--- src/rtl/idle_ctl_pkg.sv ---
package idle_ctl_pkg;

  typedef enum logic [1:0] {
    MODE_RUN  = 2'd0,
    MODE_WAIT = 2'd1,
    MODE_SLOW = 2'd2
  } idle_mode_e;

  // Divide ratio for a divisor code: base shifted left by the code.
  function automatic int unsigned div_ratio(input int unsigned base, input int unsigned code);
    return base << code;
  endfunction

endpackage

--- src/rtl/idle_div_counter.sv ---
module idle_div_counter
  import idle_ctl_pkg::*;
#(
  parameter int unsigned BASE_DIV = 16,
  parameter int unsigned CODE_W   = 2
) (
  input  logic              clk,
  input  logic              rst_n,
  input  logic              run,
  input  logic [CODE_W-1:0] code,
  output logic              tick
);
  localparam int unsigned MAX_DIV = BASE_DIV << ((1 << CODE_W) - 1);
  localparam int unsigned CNT_W   = $clog2(MAX_DIV);

  logic [CNT_W-1:0] cnt_q;
  logic [CNT_W-1:0] limit;

  always_comb begin
    limit = CNT_W'(div_ratio(BASE_DIV, 32'(code)) - 1);
  end

  assign tick = run && (cnt_q == limit);

  always_ff @(posedge clk) begin
    if (!rst_n || !run) begin
      cnt_q <= '0;
    end else if (tick) begin
      cnt_q <= '0;
    end else begin
      cnt_q <= cnt_q + 1'b1;
    end
  end

  // Divided pulses are isolated: never two in a row.
  assert_tick_isolated_R4: assert property (@(posedge clk) disable iff (!rst_n)
    (run && tick) |=> !tick);

  // Counter never passes the selected limit.
  assert_cnt_in_range_R4: assert property (@(posedge clk) disable iff (!rst_n)
    run |-> (cnt_q <= limit));

  // Counter starts from zero on each entry.
  assert_cnt_cleared_R4: assert property (@(posedge clk) disable iff (!rst_n)
    !run |=> (cnt_q == '0));

endmodule

--- src/rtl/idle_mode_fsm.sv ---
module idle_mode_fsm
  import idle_ctl_pkg::*;
#(
  parameter int unsigned CODE_W = 2
) (
  input  logic              clk,
  input  logic              rst_n,
  input  logic              idle_cmd,
  input  logic              slow_sel,
  input  logic [CODE_W-1:0] code_in,
  input  logic              irq_pending,
  input  logic              div_tick,
  output idle_mode_e        mode,
  output logic [CODE_W-1:0] code_q,
  output logic              resume,
  output logic              in_idle
);
  idle_mode_e        mode_q, mode_d;
  logic [CODE_W-1:0] code_d;
  logic              resume_d;

  always_comb begin
    mode_d   = mode_q;
    code_d   = code_q;
    resume_d = 1'b0;
    unique case (mode_q)
      MODE_RUN: begin
        if (idle_cmd) begin
          mode_d = slow_sel ? MODE_SLOW : MODE_WAIT;
          code_d = code_in;
        end
      end
      MODE_WAIT: begin
        if (irq_pending) begin
          mode_d   = MODE_RUN;
          resume_d = 1'b1;
        end
      end
      MODE_SLOW: begin
        if (div_tick && irq_pending) begin
          mode_d   = MODE_RUN;
          resume_d = 1'b1;
        end
      end
      default: mode_d = MODE_RUN;
    endcase
  end

  always_ff @(posedge clk) begin
    if (!rst_n) begin
      mode_q <= MODE_RUN;
      code_q <= '0;
      resume <= 1'b0;
    end else begin
      mode_q <= mode_d;
      code_q <= code_d;
      resume <= resume_d;
    end
  end

  assign mode    = mode_q;
  assign in_idle = (mode_q != MODE_RUN);

  // Resume lasts a single cycle.
  assert_resume_single_R3: assert property (@(posedge clk) disable iff (!rst_n)
    resume |=> !resume);

  // Plain idle ends on the edge after a pending interrupt.
  assert_wait_wake_R3: assert property (@(posedge clk) disable iff (!rst_n)
    (mode_q == MODE_WAIT && irq_pending) |=> (resume && mode_q == MODE_RUN));

  // Slow idle holds between divided edges.
  assert_slow_hold_R6: assert property (@(posedge clk) disable iff (!rst_n)
    (mode_q == MODE_SLOW && !div_tick) |=> (mode_q == MODE_SLOW));

  // Captured divisor is stable while idle.
  assert_code_stable_R9: assert property (@(posedge clk) disable iff (!rst_n)
    (mode_q != MODE_RUN) |=> $stable(code_q));

  // Running never yields a resume on the next cycle.
  assert_no_spurious_R8: assert property (@(posedge clk) disable iff (!rst_n)
    (mode_q == MODE_RUN) |=> !resume);

endmodule

--- src/rtl/idle_clk_ctrl.sv ---
module idle_clk_ctrl
  import idle_ctl_pkg::*;
#(
  parameter int unsigned BASE_DIV = 16,
  parameter int unsigned CODE_W   = 2
) (
  input  logic              clk,
  input  logic              rst_n,
  input  logic              idle_cmd,
  input  logic              slow_sel,
  input  logic [CODE_W-1:0] div_code,
  input  logic              irq_pending,
  input  logic              steal_valid,
  output logic              steal_ready,
  output logic              core_ce,
  output logic              stall,
  output logic              resume
);
  idle_mode_e        mode;
  logic [CODE_W-1:0] code_q;
  logic              in_idle;
  logic              div_tick;
  logic              slow_run;

  assign slow_run = (mode == MODE_SLOW);

  idle_mode_fsm #(.CODE_W(CODE_W)) u_fsm (
    .clk         (clk),
    .rst_n       (rst_n),
    .idle_cmd    (idle_cmd),
    .slow_sel    (slow_sel),
    .code_in     (div_code),
    .irq_pending (irq_pending),
    .div_tick    (div_tick),
    .mode        (mode),
    .code_q      (code_q),
    .resume      (resume),
    .in_idle     (in_idle)
  );

  idle_div_counter #(.BASE_DIV(BASE_DIV), .CODE_W(CODE_W)) u_div (
    .clk   (clk),
    .rst_n (rst_n),
    .run   (slow_run),
    .code  (code_q),
    .tick  (div_tick)
  );

  // Cycle steals are always accepted; no back-pressure.
  assign steal_ready = steal_valid;
  assign core_ce     = !slow_run || div_tick;
  assign stall       = in_idle || steal_valid;

  // Slow-idle wake returns full rate at once.
  assert_wake_full_rate_R5: assert property (@(posedge clk) disable iff (!rst_n)
    (slow_run && div_tick && irq_pending) |=> (core_ce && resume && !in_idle));

  // Resume only follows an idle cycle.
  assert_resume_after_idle_R3: assert property (@(posedge clk) disable iff (!rst_n)
    resume |-> $past(in_idle));

endmodule

--- config.mk ---
export PLATFORM = sky130hd
export DESIGN_NAME = idle_clk_ctrl
export DESIGN_NICKNAME = d
export VERILOG_FILES = /design/src/rtl/idle_ctl_pkg.sv /design/src/rtl/idle_div_counter.sv /design/src/rtl/idle_mode_fsm.sv /design/src/rtl/idle_clk_ctrl.sv
export SDC_FILE = /design/constraint.sdc
export NUM_CORES = 1
export LEC_CHECK = 0
export ABC_AREA = 1
export BUFFER_PORTS_ARGS = -buffer_cell sky130_fd_sc_hd__buf_2
export CAP_MARGIN = 25
export CORE_UTILIZATION = 35
export CTS_BUF_LIST = sky130_fd_sc_hd__clkbuf_2
export DETAILED_ROUTE_END_ITERATION = 12
export SETUP_SLACK_MARGIN = 0.2
export SLEW_MARGIN = 20
export SYNTH_ARGS = -nofsm -noshare
export SYNTH_HDL_FRONTEND = slang
export SYNTH_SLANG_ARGS = --single-unit
--- constraint.sdc ---
create_clock -name clk -period 1.45 [get_ports clk]
set_input_delay 0.29 -clock clk [delete_from_list [all_inputs] [get_ports clk]]
set_output_delay 0.29 -clock clk [all_outputs]
set_load 0.05 [all_outputs]
==> metrics.md, run 1 <==
| Metric | Value |
|---|---|
| Clock buffer depth | 2 |
| Nets | between 100 and 150 |
| CP required | 1160 ps |
| Crit start category | register |
| Status | finished, violations left |
| Syn avg cell area | 7.839 um2 |
| Most used DFF post-synth | dfxtp_1 |
| CTS tree | yes |
| Port Buffers | 11 |
| Area contributors post-synth | dfxtp_1 37%, nand2_1 8.1%, ha_1 7.7% |
| DR iter-0 viols | 4 |
| Register area share after synthesis | 36.92% |
| DRC viols | 0 |
| Worst skew pair latency | approximately 270 ps |
| Max IR drop VDD | 0.6558 mV |
| Failing checks | setup timing |
| Largest area contributor in the netlist | dfxtp_1 |
| Initial antenna violation count | 0 |
| GPL Wtd Cong | 0.7454 |
| Post-Place Setup Slack | -37.55 ps |
| Cells after Synth | between 80 and 90 |
| Vias per inst | 4.407 |
| Top cell type's share of synthesized area | 36.92% |
| Synthesized flop and latch total | 12 |
| Crit path kind | register to output port |
| Clk sinks | 12 |
| Final WL | 1.239 mm |
| Die area | 2035 um2 |
| Async S/R FF share, synth | 0% |
| Post-synthesis cell type count | 19 |
| RSZ-0062 raised after global routing | true |
| CP endpoint kind | output port |
| Synth cell count leaders | 14 x nand2_1, 12 x dfxtp_1, 12 x nor2_1 |
| Synth warn | 0 |
| Core region area | 1727 um2 |
| Via count | slightly below 600 |
| Max stage delay on crit path | roughly 380 ps |
| N_diodes | 0 |
| Die Ht | approximately 45 um |
| Grt ovf | 0 |
| Final period utilization | 115.3% |
| Layout area overhead | 41.54% |
| LEAKAGE | 0.4069 nW |
| Hold Buf Count CTS | 0 |
| H-tree depth | 1 |
| Fillers | 182 |
| Fin util | between 50 and 60% |
| Number of synthesized flops with an enable pin | 0 |
| Die W | 45.12 um |
| Initial Util | 37.68% |
| Wire per inst | slightly above 9 um |
| First-pass GRT wire length | ~2.0 mm |
| Routed Antenna Nets | 0 |
| Most frequent cell after synthesis | nand2_1 |
| Slew headroom | between 80 and 90% |
| TritonCTS buffer count | 3 |
| Final worst path period need | 1672 ps |
| Vias in the first global route | 519 |
| Worst EP arrival | ~1400 ps |
| Worst path top cell family by delay | simple AND/OR/NAND/NOR gates |
| First-pass iteration count of the detailed router | 4 |
| Hold Slack | 265.9 ps |
| Clock Tree Root | clkbuf_2 |
| Worst-Margin Slew | about 240 ps |
| I/O Pins | 12 |
| Worst path cell trace | ha_4 > nand2_4 > nor2_4 > nand2_2 > nor2_4 > nand2_2 > nand2_4 > buf_8 |
| Final worst slack | -221.8 ps |
| Power per standard cell area | 1352 nW/um2 |
| Crit-path slowest cell | dfxtp_2 |
| Post-Syn Nets | 95 |
| # Max-Cap Violations | 0 |
| Layout cells sized above 1 | 47.27% |
| Pin count of the biggest net entering global routing | 8 |
| Hold WC Path Type | input port to register |
| FP Rows | 15 |
| Hpwl dp | 930 um |
| Max Freq | 0.5982 GHz |
| CP bufs+invs | 1 |
| Worst-path fanout max | 2 |
| Final worst clock skew | 18.28 ps |
| GRT Util Overall | 13.88% |
| Final Max Slew Viols | 0 |
| Synthesized area | 650.6 um2 |
| Final hold violation count | 0 |
| Final setup vio count | 11 |
| Clock transition at path regs | 130 ps |
[registers in the layout (all words and copies together), names as in the netlist]
name	flops
u_fsm.resume	1
u_div.cnt_q	7
u_fsm.mode	2
u_fsm.code_q	2
[placed cells by master, fill, tap and decap left out, drive strengths merged]
master / n
a21oi: 5
buf: 24
clkbuf: 3
clkinv: 1
dfxtp: 12
ha: 4
inv: 11
nand2: 17
nand3: 8
nor2: 14
nor3b: 1
o21ai: 2
o22ai: 1
or2: 2
xnor2: 1
xor2: 4
[timing repair]
action                     in CTS  in global routing
setup endpoints to repair      11                 12
pin swaps                       2                  1
gates resized for setup         9                  5
cloned                          0                  0
setup buffers                   4                  2
[routing by layer]
metal	vias to the layer above	routed length [um]	track usage [%]
li1	314	-	-
met5	-	0	0
met3	4	48	2.400
met2	17	629	24.64
met4	0	37	10.91
met1	260	523	14.22
[final timing paths]
kind         slack [ps]                           end                         start  depth (start not counted)
max reg2reg        -130     u_div.cnt_q[2]$_SDFF_PP0_     u_div.cnt_q[0]$_SDFF_PP0_                         11
min                 270  u_fsm.code_q[0]$_SDFFE_PN0P_                   div_code[0]                          3
max                -220                       core_ce     u_div.cnt_q[0]$_SDFF_PP0_                          8
min reg2reg         510  u_fsm.code_q[1]$_SDFFE_PN0P_  u_fsm.code_q[1]$_SDFFE_PN0P_                          2
[logic make-up after synthesis]
group / count (synthesis) / synth area share, %
DFF: 12 / 36.92
adders and majority gates: 4 / 7.693
xor gates and xnor gates: 5 / 6.730
buffers and inverters: 12 / 7.500
AOI/OAI and AO/OA: 8 / 6.346
and+or+nand+nor: 42 / 34.81
[area by class of cell]
cell class	count	area (um2)	share of cell area, %
Multi-Input combinational cell	59	410.4	44.57
Sequential cell	12	246.5	26.77
Timing Repair Buffer	24	172.7	18.75
Inverter	11	41.29	4.484
Tap cell	25	31.28	3.397
Clock buffer	3	15.01	1.630
Clock inverter	1	3.754	0.4076
[worst min-delay path, cell delays in order]
cell	delay, ps
buf_2	70
o21ai_0	70
nor2_1	70
[power by group]
part | internal, mW | switching [mW] | total [mW]
registers | 0.385 | 0.0428 | 0.428
logic | 0.281 | 0.365 | 0.647
clock network | 0.0599 | 0.111 | 0.171
[metrics by stage]
step,power (mW),instance area (um2),setup TNS (ps),instances
finish,1.245,920.9,-1166,135
global route,1.343,920.9,-2223,135
CTS,1.209,894.6,-462.3,133
detailed placement,0.9688,814.5,-37.55,125
global placement,0.9590,814.5,-11.49,125
floorplan,0.8284,683.2,0,83
Note: power is estimated with default switching activity, not from simulation.
==> run 2, diff against run 1 <==
--- a/config.mk
+++ b/config.mk
@@ -5,9 +5,7 @@
 export SDC_FILE = /design/constraint.sdc
 export NUM_CORES = 1
 export LEC_CHECK = 0
-export ABC_AREA = 1
 export BUFFER_PORTS_ARGS = -buffer_cell sky130_fd_sc_hd__buf_2
-export CAP_MARGIN = 25
 export CORE_UTILIZATION = 35
 export CTS_BUF_LIST = sky130_fd_sc_hd__clkbuf_2
 export DETAILED_ROUTE_END_ITERATION = 12
==> run 2 against run 1 <==
Register-to-register slack worse by 40 ps. Critical path depth fell by 2. Largest cell class unchanged. First-iteration DRC count grew 50%. The flow finishes with violations (DRC, setup timing). Final area down 5.4%.
==> metrics.md, run 2 <==
| Metric | Value |
|---|---|
| Crit start category | register |
| Hold path cells | 3 |
| Int Power | roughly 0.57 mW |
| Max reg flops | 7 |
| Routed Antenna Nets | 0 |
| Via count | 546 |
| Slew headroom | 76.81% |
| Die W | roughly 44 um |
| Non-Filler Instances | approximately 110 |
| Initial Util | 38.97% |
| Clock Tree Root | clkbuf_2 |
| Number of synthesized flops with an enable pin | 0 |
| Power per standard cell area | 1007 nW/um2 |
| Status | finished, violations left |
| CP required | between 1000 and 1500 ps |
| LEAKAGE | 0.3635 nW |
| # Max-Cap Violations | 0 |
| Synth warn | 0 |
| Final period utilization | 114.8% |
| Fillers | roughly 150 |
| Switching Share | 34.75% |
| Core region area | 1577 um2 |
| Vias in the first global route | 477 |
| Top cell type's share of synthesized area | 39.10% |
| Worst flop-to-flop path startpoint | u_fsm.code_q[0]$_SDFFE_PN0P_ |
| Commonest non-fill, non-tap cell in the layout | buf_4 |
| CP endpoint kind | output port |
| Clk pwr share | 20.4% |
| Area contributors post-synth | dfxtp_1 39%, ha_1 8.1%, nand3_1 4.9% |
| Die Ht | 43.90 um |
| Register area | 254.0 um2 |
| Layout area overhead | 41.75% |
| Cells on worst reg2reg path | 6 |
| H-tree depth | 1 |
| Pin count of the biggest net entering global routing | 8 |
| Pwr Total | 0.8772 mW |
| GPL Wtd Cong | 0.8038 |
| N_diodes | 0 |
| Vias per inst | 4.919 |
| Synthesized area | just over 600 um2 |
| GRT Util Overall | 13.54% |
| First-pass iteration count of the detailed router | 8 |
| Cells after Synth | between 70 and 80 |
| Async S/R FF share, synth | 0% |
| Max IR drop VDD | 0.5521 mV |
| Setup TNS | -1563 ps |
| Layout cells sized above 1 | 48.42% |
| Most flop-heavy register | u_div.cnt_q |
| I/O Pins | 12 |
| First-pass GRT wire length | around 1.9 mm |
| Final Max Slew Viols | 0 |
| Cell area after layout | 870.8 um2 |
| Grt ovf | 0 |
| Commonest non-fill, non-tap cells in the layout | 11 x buf_4, 9 x buf_2, 6 x nand2_1, 6 x nand3_1, 6 x nor2_1 |
| Register area share after synthesis | 39.10% |
| Port Buffers | 11 |
| Worst EP arrival | approximately 1400 ps |
| Sequential power share | 42.7% |
| Worst-path fanout max | 2 |
| Worst hold endpoint | u_fsm.code_q[1]$_SDFFE_PN0P_ |
| Placed instance area | 757.0 um2 |
| Final WL | 1.186 mm |
| FF-to-FF End | u_div.cnt_q[2]$_SDFF_PP0_ |
| FP Rows | 14 |
| R2R Setup Slk | -170 ps |
| Clock transition at path regs | 130 ps |
| Syn avg cell area | 8.653 um2 |
| Initial antenna violation count | 0 |
| Most used DFF post-synth | dfxtp_1 |
| Failing checks | DRC, setup timing |
| Final worst slack | -214.5 ps |
| Clock buffer depth | 2 |
| Multi-input logic area | 394.1 um2 |
| Worst skew pair latency | roughly 270 ps |
| Clk sinks | 12 |
| Most frequent cell after synthesis | dfxtp_1 |
| Synth cell count leaders | 12 x dfxtp_1, 8 x nand2_1, 8 x nor2_1 |
| Largest area contributor in the netlist | dfxtp_1 |
| Final worst path period need | 1664 ps |
| Wire per inst | roughly 11 um |
| Placed Cells | between 100 and 150 |
| Hpwl dp | 809.5 um |
| Final setup vio count | 10 |
| Post-Syn Nets | 83 |
| Die area | about 1900 um2 |
| Post-synthesis cell type count | 22 |
| CTS tree | yes |
| Final worst clock skew | 7.314 ps |
| DRC viols | 1 |
| Hold WC Path Type | input port to register |
| Nets | approximately 110 |
| TritonCTS buffer count | 3 |
| Net switching power | 0.3048 mW |
| Comb pwr share | roughly 37% |
| DR iter-0 viols | 6 |
| Final hold violation count | 0 |
| Max Freq | approximately 0.60 GHz |
| Crit path kind | register to output port |
| Launch point of the worst hold path | div_code[1] |
| RSZ-0062 raised after global routing | true |
| Worst-Margin Slew | 346.3 ps |
| Synthesized flop and latch total | 12 |
[run 2: per-layer routing]
layer	share of wire (%)	track usage, %	vias up
li1	-	-	287
met1	49	17.09	244
met2	45	20.90	11
met3	3.0	2.500	4
met4	2.0	9.091	0
met5	0	0	-
[run 2: metrics by stage]
stage / setup slack, ps / hold slack (ps) / util [%]
CTS: -225.5 / 252.6 / 53.17
floorplan: 122.0 / 414.0 / -
detailed placement: -20.05 / 477.3 / 48.02
finish: -214.5 / 253.3 / 55.24
global placement: -8.114 / 471.3 / 48.02
global route: -261.3 / 253.3 / 55.24
[run 2: repair_timing]
item                                    CTS  global route
buffers inserted                          3             2
resized for setup                        13             7
endpoints found under the setup margin   12            12
pin swaps                                 7             2
hold buffers                              0             0
gates cloned                              0             0
[run 2: critical path, cell delays in order, from the launching register on]
cell,delay (ps)
dfxtp_2,370
ha_4,130
and3_4,180
o221a_4,170
nand2_2,60
nand2_4,60
buf_8,140
[run 2: power by group through the flow]
stage          combinational [mW]  clock [mW]  sequential [mW]
6_report                    0.324       0.179            0.374
5_1_grt                     0.355       0.192            0.377
4_1_cts                     0.290       0.181            0.375
3_5_place_dp                0.226           0            0.377
3_3_place_gp                0.225           0            0.376
2_1_floorplan               0.180           0            0.375
[run 2: how the worst max path moves through the flow]
stage | start | depth (start not counted) | endpoint | slack, ps
floorplan | u_div.cnt_q[1]$_SDFF_PP0_ | 5 | core_ce | 120
global placement | u_div.cnt_q[1]$_SDFF_PP0_ | 6 | core_ce | -8
detailed placement | u_div.cnt_q[1]$_SDFF_PP0_ | 6 | core_ce | -20
CTS | u_div.cnt_q[0]$_SDFF_PP0_ | 6 | core_ce | -230
global route | u_div.cnt_q[0]$_SDFF_PP0_ | 6 | core_ce | -260
finish | u_div.cnt_q[0]$_SDFF_PP0_ | 6 | core_ce | -210
[run 2: logic make-up after synthesis]
family          Yosys count  share of synthesized area [%]
mux                       2                          3.259
simple gates             29                          21.59
compound gates           10                          14.66
xor+xnor                  5                          7.130
buf+inv                   9                          6.111
flops                    12                          39.10
fa+ha+maj                 4                          8.147
[run 2: layout make-up]
cell class / count / area share (%)
multi-input combinational: 50 / 45.26
sequential: 12 / 29.17
timing repair buffer: 22 / 18.10
inverter: 7 / 3.017
tap: 16 / 2.299
clock buffer: 3 / 1.724
clock inverter: 1 / 0.4310
